`config.mk`:
```
export PLATFORM = sky130hd
export DESIGN_NAME = mcsr_status_wr
export DESIGN_NICKNAME = d
export VERILOG_FILES = /design/src/rtl/mcsr_status_pkg.sv /design/src/rtl/mcsr_status_next.sv /design/src/rtl/mcsr_mask_reg.sv /design/src/rtl/mcsr_tvec_reg.sv /design/src/rtl/mcsr_status_wr.sv
export SDC_FILE = /design/constraint.sdc
export NUM_CORES = 1
export LEC_CHECK = 0
export ABC_AREA = 1
export BUFFER_PORTS_ARGS = -buffer_cell sky130_fd_sc_hd__buf_4
export CAP_MARGIN = 10
export CORE_MARGIN = 2
export CORE_UTILIZATION = 31
export DETAILED_ROUTE_END_ITERATION = 8
export GPL_ROUTABILITY_DRIVEN = 0
export PLACE_DENSITY = 0.47
export SYNTH_ARGS = -nofsm -noshare
export SYNTH_HDL_FRONTEND = slang
export SYNTH_SLANG_ARGS = --single-unit
export TNS_END_PERCENT = 20
```
`constraint.sdc`:
```
create_clock -name clk_i -period 1.45 [get_ports clk_i]
set_clock_uncertainty 0.05 [all_clocks]
set_input_delay 0.0725 -clock clk_i [delete_from_list [all_inputs] [get_ports clk_i]]
set_output_delay 0.0725 -clock clk_i [all_outputs]
set_load 0.01 [all_outputs]
```
`src/rtl/mcsr_status_pkg.sv`:
```
package mcsr_status_pkg;
  localparam int unsigned ADDR_W = 12;

  localparam logic [ADDR_W-1:0] A_M_STATUS = 12'h300;
  localparam logic [ADDR_W-1:0] A_EXC_DELEG = 12'h302;
  localparam logic [ADDR_W-1:0] A_IRQ_DELEG = 12'h303;
  localparam logic [ADDR_W-1:0] A_M_IE = 12'h304;
  localparam logic [ADDR_W-1:0] A_M_TVEC = 12'h305;
  localparam logic [ADDR_W-1:0] A_S_STATUS = 12'h100;
  localparam logic [ADDR_W-1:0] A_S_IE = 12'h104;
  localparam logic [ADDR_W-1:0] A_S_TVEC = 12'h105;

  localparam int unsigned PP_LO = 11;
  localparam int unsigned FS_LO = 13;
  localparam int unsigned XS_LO = 15;

  // low-word masks; the summary bit sits at XLEN-1 and is added by the user
  localparam logic [31:0] ST_WR_LO = 32'h000E_79AA;
  localparam logic [31:0] ST_FLUSH_LO = 32'h000E_1800;
  localparam logic [31:0] SV_VIEW_LO = 32'h000D_E133;
  localparam logic [31:0] PP_LO_MASK = 32'h0000_1800;
  localparam logic [31:0] IE_LO = 32'h0000_02AA;
  localparam logic [31:0] IRQ_DLG_LO = 32'h0000_0222;
  localparam logic [31:0] EXC_DLG_LO = 32'h0000_BFFF;

  localparam logic [1:0] PP_USER = 2'b00;
  localparam logic [1:0] PP_SUP = 2'b01;
endpackage

```
`src/rtl/mcsr_status_next.sv`:
```
module mcsr_status_next
  import mcsr_status_pkg::*;
#(
  parameter int unsigned XLEN = 32,
  parameter bit HAS_S = 1'b1,
  parameter bit HAS_U = 1'b1
) (
  input  logic [XLEN-1:0] cur_i,
  input  logic [XLEN-1:0] cand_i,
  output logic [XLEN-1:0] next_o,
  output logic            chg_o
);
  localparam logic [XLEN-1:0] WR_MASK = XLEN'(ST_WR_LO);
  localparam logic [XLEN-1:0] PP_MASK = XLEN'(PP_LO_MASK);
  localparam logic [XLEN-1:0] FL_MASK = XLEN'(ST_FLUSH_LO);

  logic [1:0]      pp_req;
  logic            pp_bad;
  logic [XLEN-1:0] eff_mask;
  logic [XLEN-1:0] merged;
  logic            dirty;

  always_comb begin
    pp_req   = cand_i[PP_LO +: 2];
    pp_bad   = (!HAS_S && pp_req == PP_SUP) || (!HAS_U && pp_req == PP_USER);
    eff_mask = pp_bad ? (WR_MASK & ~PP_MASK) : WR_MASK;
    merged   = (cur_i & ~eff_mask) | (cand_i & eff_mask);
    dirty    = (&merged[FS_LO +: 2]) | (&merged[XS_LO +: 2]);
    next_o   = {dirty, merged[XLEN-2:0]};
    // compared against the raw written word, before privilege filtering
    chg_o    = |((cand_i ^ cur_i) & FL_MASK);
  end
endmodule

```
`src/rtl/mcsr_mask_reg.sv`:
```
module mcsr_mask_reg
  import mcsr_status_pkg::*;
#(
  parameter int unsigned XLEN = 32,
  parameter logic [ADDR_W-1:0] ADDR = 12'h000,
  parameter logic [XLEN-1:0] MASK = '0
) (
  input  logic              clk_i,
  input  logic              rst_ni,
  input  logic              we_i,
  input  logic [ADDR_W-1:0] addr_i,
  input  logic [XLEN-1:0]   wdata_i,
  output logic [XLEN-1:0]   q_o
);
  always_ff @(posedge clk_i or negedge rst_ni) begin
    if (!rst_ni) q_o <= '0;
    else if (we_i && addr_i == ADDR) q_o <= (q_o & ~MASK) | (wdata_i & MASK);
  end
endmodule

```
`src/rtl/mcsr_tvec_reg.sv`:
```
module mcsr_tvec_reg
  import mcsr_status_pkg::*;
#(
  parameter int unsigned XLEN = 32,
  parameter logic [ADDR_W-1:0] ADDR = 12'h000
) (
  input  logic              clk_i,
  input  logic              rst_ni,
  input  logic              we_i,
  input  logic [ADDR_W-1:0] addr_i,
  input  logic [XLEN-1:0]   wdata_i,
  output logic [XLEN-1:0]   q_o
);
  // vectored mode (bit 0) unsupported: such writes are dropped
  always_ff @(posedge clk_i or negedge rst_ni) begin
    if (!rst_ni) q_o <= '0;
    else if (we_i && addr_i == ADDR && !wdata_i[0]) q_o <= {wdata_i[XLEN-1:2], 2'b00};
  end
endmodule

```
`src/rtl/mcsr_status_wr.sv`:
```
module mcsr_status_wr
  import mcsr_status_pkg::*;
#(
  parameter int unsigned XLEN = 32,
  parameter bit HAS_S = 1'b1,
  parameter bit HAS_U = 1'b1
) (
  input  logic              clk_i,
  input  logic              rst_ni,
  input  logic              we_i,
  input  logic [ADDR_W-1:0] addr_i,
  input  logic [XLEN-1:0]   wdata_i,
  output logic [XLEN-1:0]   rdata_o,
  output logic              flush_o
);
  localparam logic [XLEN-1:0] SUM_BIT = {1'b1, {(XLEN-1){1'b0}}};
  localparam logic [XLEN-1:0] SV_MASK = XLEN'(SV_VIEW_LO) | SUM_BIT;
  localparam logic [XLEN-1:0] IE_MASK = XLEN'(IE_LO);

  logic [XLEN-1:0] status_q, status_cand, status_next;
  logic [XLEN-1:0] ie_q, irq_dlg_q, exc_dlg_q, mtvec_q, stvec_q;
  logic            status_we, status_chg, flush_q;

  always_comb begin
    status_we   = we_i && (addr_i == A_M_STATUS || addr_i == A_S_STATUS);
    status_cand = (addr_i == A_S_STATUS) ? ((status_q & ~SV_MASK) | (wdata_i & SV_MASK))
                                         : wdata_i;
  end

  mcsr_status_next #(.XLEN(XLEN), .HAS_S(HAS_S), .HAS_U(HAS_U)) u_next (
    .cur_i (status_q),
    .cand_i(status_cand),
    .next_o(status_next),
    .chg_o (status_chg)
  );

  always_ff @(posedge clk_i or negedge rst_ni) begin
    if (!rst_ni) begin
      status_q <= '0;
      flush_q  <= 1'b0;
    end else begin
      if (status_we) status_q <= status_next;
      flush_q <= status_we && status_chg;
    end
  end

  // enable word: full-mask machine path or delegated-only supervisor path
  always_ff @(posedge clk_i or negedge rst_ni) begin
    if (!rst_ni) ie_q <= '0;
    else if (we_i && addr_i == A_M_IE) ie_q <= (ie_q & ~IE_MASK) | (wdata_i & IE_MASK);
    else if (we_i && addr_i == A_S_IE)
      ie_q <= (ie_q & ~(irq_dlg_q & IE_MASK)) | (wdata_i & irq_dlg_q & IE_MASK);
  end

  mcsr_mask_reg #(.XLEN(XLEN), .ADDR(A_IRQ_DELEG), .MASK(XLEN'(IRQ_DLG_LO))) u_irq_dlg (
    .clk_i, .rst_ni, .we_i, .addr_i, .wdata_i, .q_o(irq_dlg_q)
  );

  mcsr_mask_reg #(.XLEN(XLEN), .ADDR(A_EXC_DELEG), .MASK(XLEN'(EXC_DLG_LO))) u_exc_dlg (
    .clk_i, .rst_ni, .we_i, .addr_i, .wdata_i, .q_o(exc_dlg_q)
  );

  mcsr_tvec_reg #(.XLEN(XLEN), .ADDR(A_M_TVEC)) u_mtvec (
    .clk_i, .rst_ni, .we_i, .addr_i, .wdata_i, .q_o(mtvec_q)
  );

  mcsr_tvec_reg #(.XLEN(XLEN), .ADDR(A_S_TVEC)) u_stvec (
    .clk_i, .rst_ni, .we_i, .addr_i, .wdata_i, .q_o(stvec_q)
  );

  always_comb begin
    unique case (addr_i)
      A_M_STATUS:  rdata_o = status_q;
      A_S_STATUS:  rdata_o = status_q & SV_MASK;
      A_M_IE:      rdata_o = ie_q;
      A_S_IE:      rdata_o = ie_q & irq_dlg_q;
      A_IRQ_DELEG: rdata_o = irq_dlg_q;
      A_EXC_DELEG: rdata_o = exc_dlg_q;
      A_M_TVEC:    rdata_o = mtvec_q;
      A_S_TVEC:    rdata_o = stvec_q;
      default:     rdata_o = '0;
    endcase
  end

  assign flush_o = flush_q;
endmodule

```
-- Word level (Yosys, flattened, before mapping)
Cells that the tools add are included.
- output and inout port bits: 33
- register bits: 189
- input bits: 47
- reduce and logical (&&, ||, !) cells: 16
- bitwise operators: 12
- muxes and demuxes: 4
- equality and inequality tests: 8
- operator list (cell ; count):
    case mux 32 bit (8 select lines) ; 1
    OR 32 x 10 -> 32 bit ; 3
    AND 32 bit ; 2
    2-to-1 mux 32 bit ; 2
    equality test 12 x 10 -> 1 bit, second input constant ; 5
    equality test 12 x 9 -> 1 bit, second input constant ; 3
    NOT 10 -> 32 bit ; 1
    OR 32 x 16 -> 32 bit ; 1
    OR 31 x 20 -> 31 bit ; 1
    2-to-1 mux 20 bit ; 1
    OR 18 x 20 -> 20 bit ; 1
    XOR 20 bit ; 1
    AND 10 bit ; 1
    logical AND 1 bit ; 10
    OR reduction 5 bit ; 1
    AND reduction 2 bit ; 2
    nonzero test 2 bit ; 1
    zero test 1 bit ; 1
    logical OR 1 bit ; 1
    OR 1 bit ; 1

-- Logic depth before layout (Yosys ltp)
- word-level depth: 5
- mapped depth: 11
- mapped depth without buffers: 10

-- Modules after synthesis
Synthesis repeated with hierarchy kept, for this count alone.
- cell total of the unflattened synthesis: 1091
- area, all modules: 7673.6 um2
- modules (own cells, without submodules) (module ; area each (um2) ; cells an instance ; times used):
    mcsr_status_wr ; 3438.3 ; 585 ; 1
    mcsr_tvec_reg (u_mtvec) ; 1341.3 ; 149 ; 1
    mcsr_tvec_reg (u_stvec) ; 1300.0 ; 149 ; 1
    mcsr_mask_reg (u_exc_dlg) ; 829.5 ; 96 ; 1
    mcsr_mask_reg (u_irq_dlg) ; 422.9 ; 56 ; 1
    mcsr_status_next ; 341.6 ; 56 ; 1

-- Worst setup path after synthesis
No wires, ideal clock.
- path type: input -> output
- from: in addr_i[11]
- to: out rdata_o[28]
- data required time: 1.327 ns
- arrival time: 1.156 ns
- stages: 10
- slack: 0.171 ns
- cells stage by stage: nor2_2 > nand2_1 > nor2_4 > nand2_2 > inv_2 > buf_4 > nand2_1 > nand2_1 > inv_1 > nor2_1
- longest elaborated chain between the ends: 2
- elaborated cells on any way between the ends: 9
- those cells by class: 8 x eq/ne; 1 x mux
- ends and longest elaborated chain (item ; line ; text):
    start, declared ; mcsr_status_wr.sv:11 ; input logic [ADDR_W-1:0] addr_i,
    equality test 12 x 9 -> 1 bit / equality test 12 x 10 -> 1 bit (equally long branches) ; mcsr_status_wr.sv:72 ; unique case (addr_i)
    case mux 32 bit (8 select lines) (*) ; mcsr_status_wr.sv:72 ;
    end, declared ; mcsr_status_wr.sv:13 ; output logic [XLEN-1:0] rdata_o,
Mark *: on every way between the ends. The rest lies on a longest branch, timed or not.

-- Worst setup path after layout
- from: in addr_i[3]
- to: out rdata_o[4]
The elaborated chain is that of the path after synthesis.

==> impl_metrics.json <==
{
  "run_status": "finished with violations",
  "violations_in_the_final_reports": "setup timing",
  "groute.usage.overall_pct": 17.5,
  "routed_wire_length_per_instance_microns": 14.3,
  "setup.worst_path.class": "in2out",
  "netlist_top_cells_count": "nand2_1 (165), dfrtp_1 (97), inv_1 (64)",
  "seq_area_frac_synth_pct": 49.8,
  "routed-via-count": 4424,
  "report.final.hold_viol_count": 0,
  "rsz0062_at_grt": "yes",
  "yosys.cell_count.top_type": "nand2_1",
  "multi_input_comb_area_sq_mm": 0.00219,
  "timing.final.setup_violations": 3,
  "post_synth.cell_area_avg_sq_um": 8.23,
  "r2r_slack_ps": 420,
  "powerDensity_mw_per_mm2": 807,
  "slew_headroom_pct": 77.9,
  "global_routing_usage_on_met3_pct": 3.55,
  "total_leakage_power_uw": 0.00349,
  "timing_max_transition_violations_final": 0,
  "buffer_ports.inserted": 79,
  "detail_route.first_pass.iterations": 5,
  "path_cells": "buf_8 > nor2_4 > nand2_4 > buf_6 > nor3_4 > buf_6 > buf_8 > buf_4 > nand2_1 > nand3_1 > buf_4",
  "critical_path.max_stage_delay_ps": 170,
  "cp.arrival_ps": 1340,
  "number_of_core_rows": 45,
  "timing.critical_path.fanout_max": 5,
  "synth_top_cell_area_share_pct": 49.8,
  "timing.critical_path.to_type": "primary output",
  "startpoint_type": "input port",
  "clock_insertion_delay_worst_skew_ps": 350,
  "vdd.ir_drop.worst_mv": 0.593,
  "initial_utilization_pct": 31.9,
  "busiest_layer": "met2",
  "fmax_mhz": 686,
  "layout_setup_ws_ps": -8.55,
  "cts_max_level": 3,
  "totalWireLength_mm": 13.8,
  "cts.root.buffer_cell": "clkbuf_16",
  "number_of_global_route_vias_before_repair": 4364,
  "wp_data_required_ps": 1330,
  "clkSlewWorstSetupHoldPaths_ps": 70,
  "number_of_synthesized_flops_with_an_enable_pin": 0,
  "layout_worst_path_cycle_share_pct": 101,
  "numCtsBuffers": 9,
  "synthesized_area_sq_mm": 0.00487,
  "residual_antenna_violating_net_count_after_detailed_routing": 0,
  "cap_viol_max_count": 0,
  "postSynthRegisterBits": 97,
  "die_h_microns": 129,
  "grt_first_pass_wirelength_mm": 22.5,
  "initial_antenna_violation_count": 0,
  "global_route.overflow_total": 0,
  "ys_dominant_reg_cell": "dfrtp_1",
  "library_cell_with_the_largest_summed_area_after_synthesis": "dfrtp_1",
  "tritoncts": "done",
  "die-width_microns": 129,
  "final.min_clock_period_ps": 1460,
  "clock_path_buffers": 2,
  "post_synth_num_cell_types": 28,
  "max_slew.worst_pin.slew_ps": 331,
  "ios": 80,
  "timing.critical_path.slowest_stage_cell": "nor3_4",
  "final.setup.tns_ps": -14.5,
  "ys_warnings": 0,
  "layout-drive-gt1-share_pct": 35.5,
  "design.core.area_sq_mm": 0.0153,
  "layout.filler_cells": 1501,
  "ys_async_sr_fraction_pct": 100,
  "worst_hold_check_path_type": "in2reg",
  "regArea_sq_mm": 0.00243,
  "grt_start_max_net_pins": 51,
  "route.detailed.drc": 0,
  "gr-usage-met2_pct": 28.4,
  "dp_hpwl_mm": 9.70,
  "antenna-diode-count": 0,
  "avgViaCountPerCell": 4.59,
  "post_synth_inst_count": 592,
  "final_core_utilization_pct": 46.0,
  "layout.nets": 795,
  "cp_top_family": "buffers and inverters",
  "design.die.area_sq_mm": 0.0167,
  "drtIter0Drc": 215,
  "synthTopCellsByArea": "dfrtp_1 (50%), nand2_1 (13%), o21ai_2 (5.4%), o21ai_1 (5.0%), inv_1 (4.9%)",
  "sinks_on_clock_net": 97,
  "crit_buf_inv": 6,
  "global_route.usage.met1_pct": 24.0,
  "syn_to_final_growth_pct": 44.1,
  "syn-num-nets": 639
}
kinds of logic (layout without fill, tap and decap cells):
logic type             Yosys count  in the layout  share of synthesized area (%)
AO/OA/AOI/OAI                  114            114                           14.8
XOR/XNOR                         2              2                          0.360
buffers and inverters           95            256                           9.17
flip-flops                      97             97                           49.8
AND/OR/NAND/NOR                284            284                           25.8
state kept, by name, summed over array words and instances, names as in the netlist, named ones only:
signal and count:
flush_o 1, ie_q 2, status_q 13, u_exc_dlg.q_o 15, u_irq_dlg.q_o 3, u_mtvec.q_o 30, u_stvec.q_o 30
per-stage QoR:
step | hold slack [ps] | power [uW] | cells | area, sq um | setup WS, ps
3_5_place_dp | -68.2 | 3100 | 909 | 6010 | -263
6_report | 12.6 | 5660 | 964 | 7020 | -8.55
5_1_grt | 4.29 | 5900 | 964 | 7020 | -95.2
2_1_floorplan | -273 | 2860 | 592 | 4870 | 171
3_3_place_gp | -69.5 | 3100 | 909 | 6010 | -236
4_1_cts | 7.59 | 5740 | 963 | 6880 | -21.9
worst min-delay path, stage by stage:
cell	delay, ps
buf_4	80
inv_1	90
o21ai_2	140
metal layers:
metal | vias up | part of all wire (%)
met4 | 0 | 1.1
met2 | 106 | 46
met1 | 2095 | 48
li1 | 2211 | -
met3 | 12 | 4.9
met5 | - | 0
worst paths after layout:
path / start / endpoint / cells past startpoint
max: addr_i[3] / rdata_o[4] / 11
min: wdata_i[8] / u_mtvec.q_o[8] / 3
max reg2reg: status_q[18] / flush_o / 5
min reg2reg: flop / flop / 2
max in group asynchronous: rst_ni / u_stvec.q_o[19] / 3
min in group asynchronous: rst_ni / u_stvec.q_o[17] / 2
area by class of cell:
type / instances / share of cell area, %
repair buffers: 170 / 22.1
clock inverters: 5 / 0.874
flip-flops and latches: 97 / 34.6
inverters: 70 / 3.92
well taps: 211 / 3.76
clock buffers: 11 / 3.60
multi-input cells: 400 / 31.2
report_power, final:
part | internal, uW | switching [uW]
Sequential | 2710 | 5.46
Clock | 1440 | 1070
Combinational | 211 | 220
Total | 4370 | 1290
what timing repair did:
| item | 4_1_cts | 5_1_grt |
|---|---|---|
| hold buffers | 30 | 0 |
| pin swaps | 20 | 14 |
| resized for setup | 55 | 41 |
| setup buffers | 7 | 1 |
| cloned | 2 | 0 |
| hold endpoints to repair | 158 | 0 |
| endpoints found under the setup margin | 31 | 30 |
cell usage in the layout (no fill, tap or decap), types with 3 or more instances in the layout:
cell,instances
nand2_1,146
buf_4,112
dfrtp_1,97
inv_1,60
o21ai_1,51
nand3_1,36
nand2_2,33
o21ai_2,30
dlygate4sd3_1,30
nor2_1,24
o21ai_0,19
buf_6,16
nor2_2,13
nor2_4,12
clkbuf_16,9
nand2_4,8
buf_12,7
a22o_1,6
inv_2,5
nand3_2,4
nand4_1,4
buf_8,4
inv_4,3
clkinv_4,3
(Power assumes the default switching activity.)
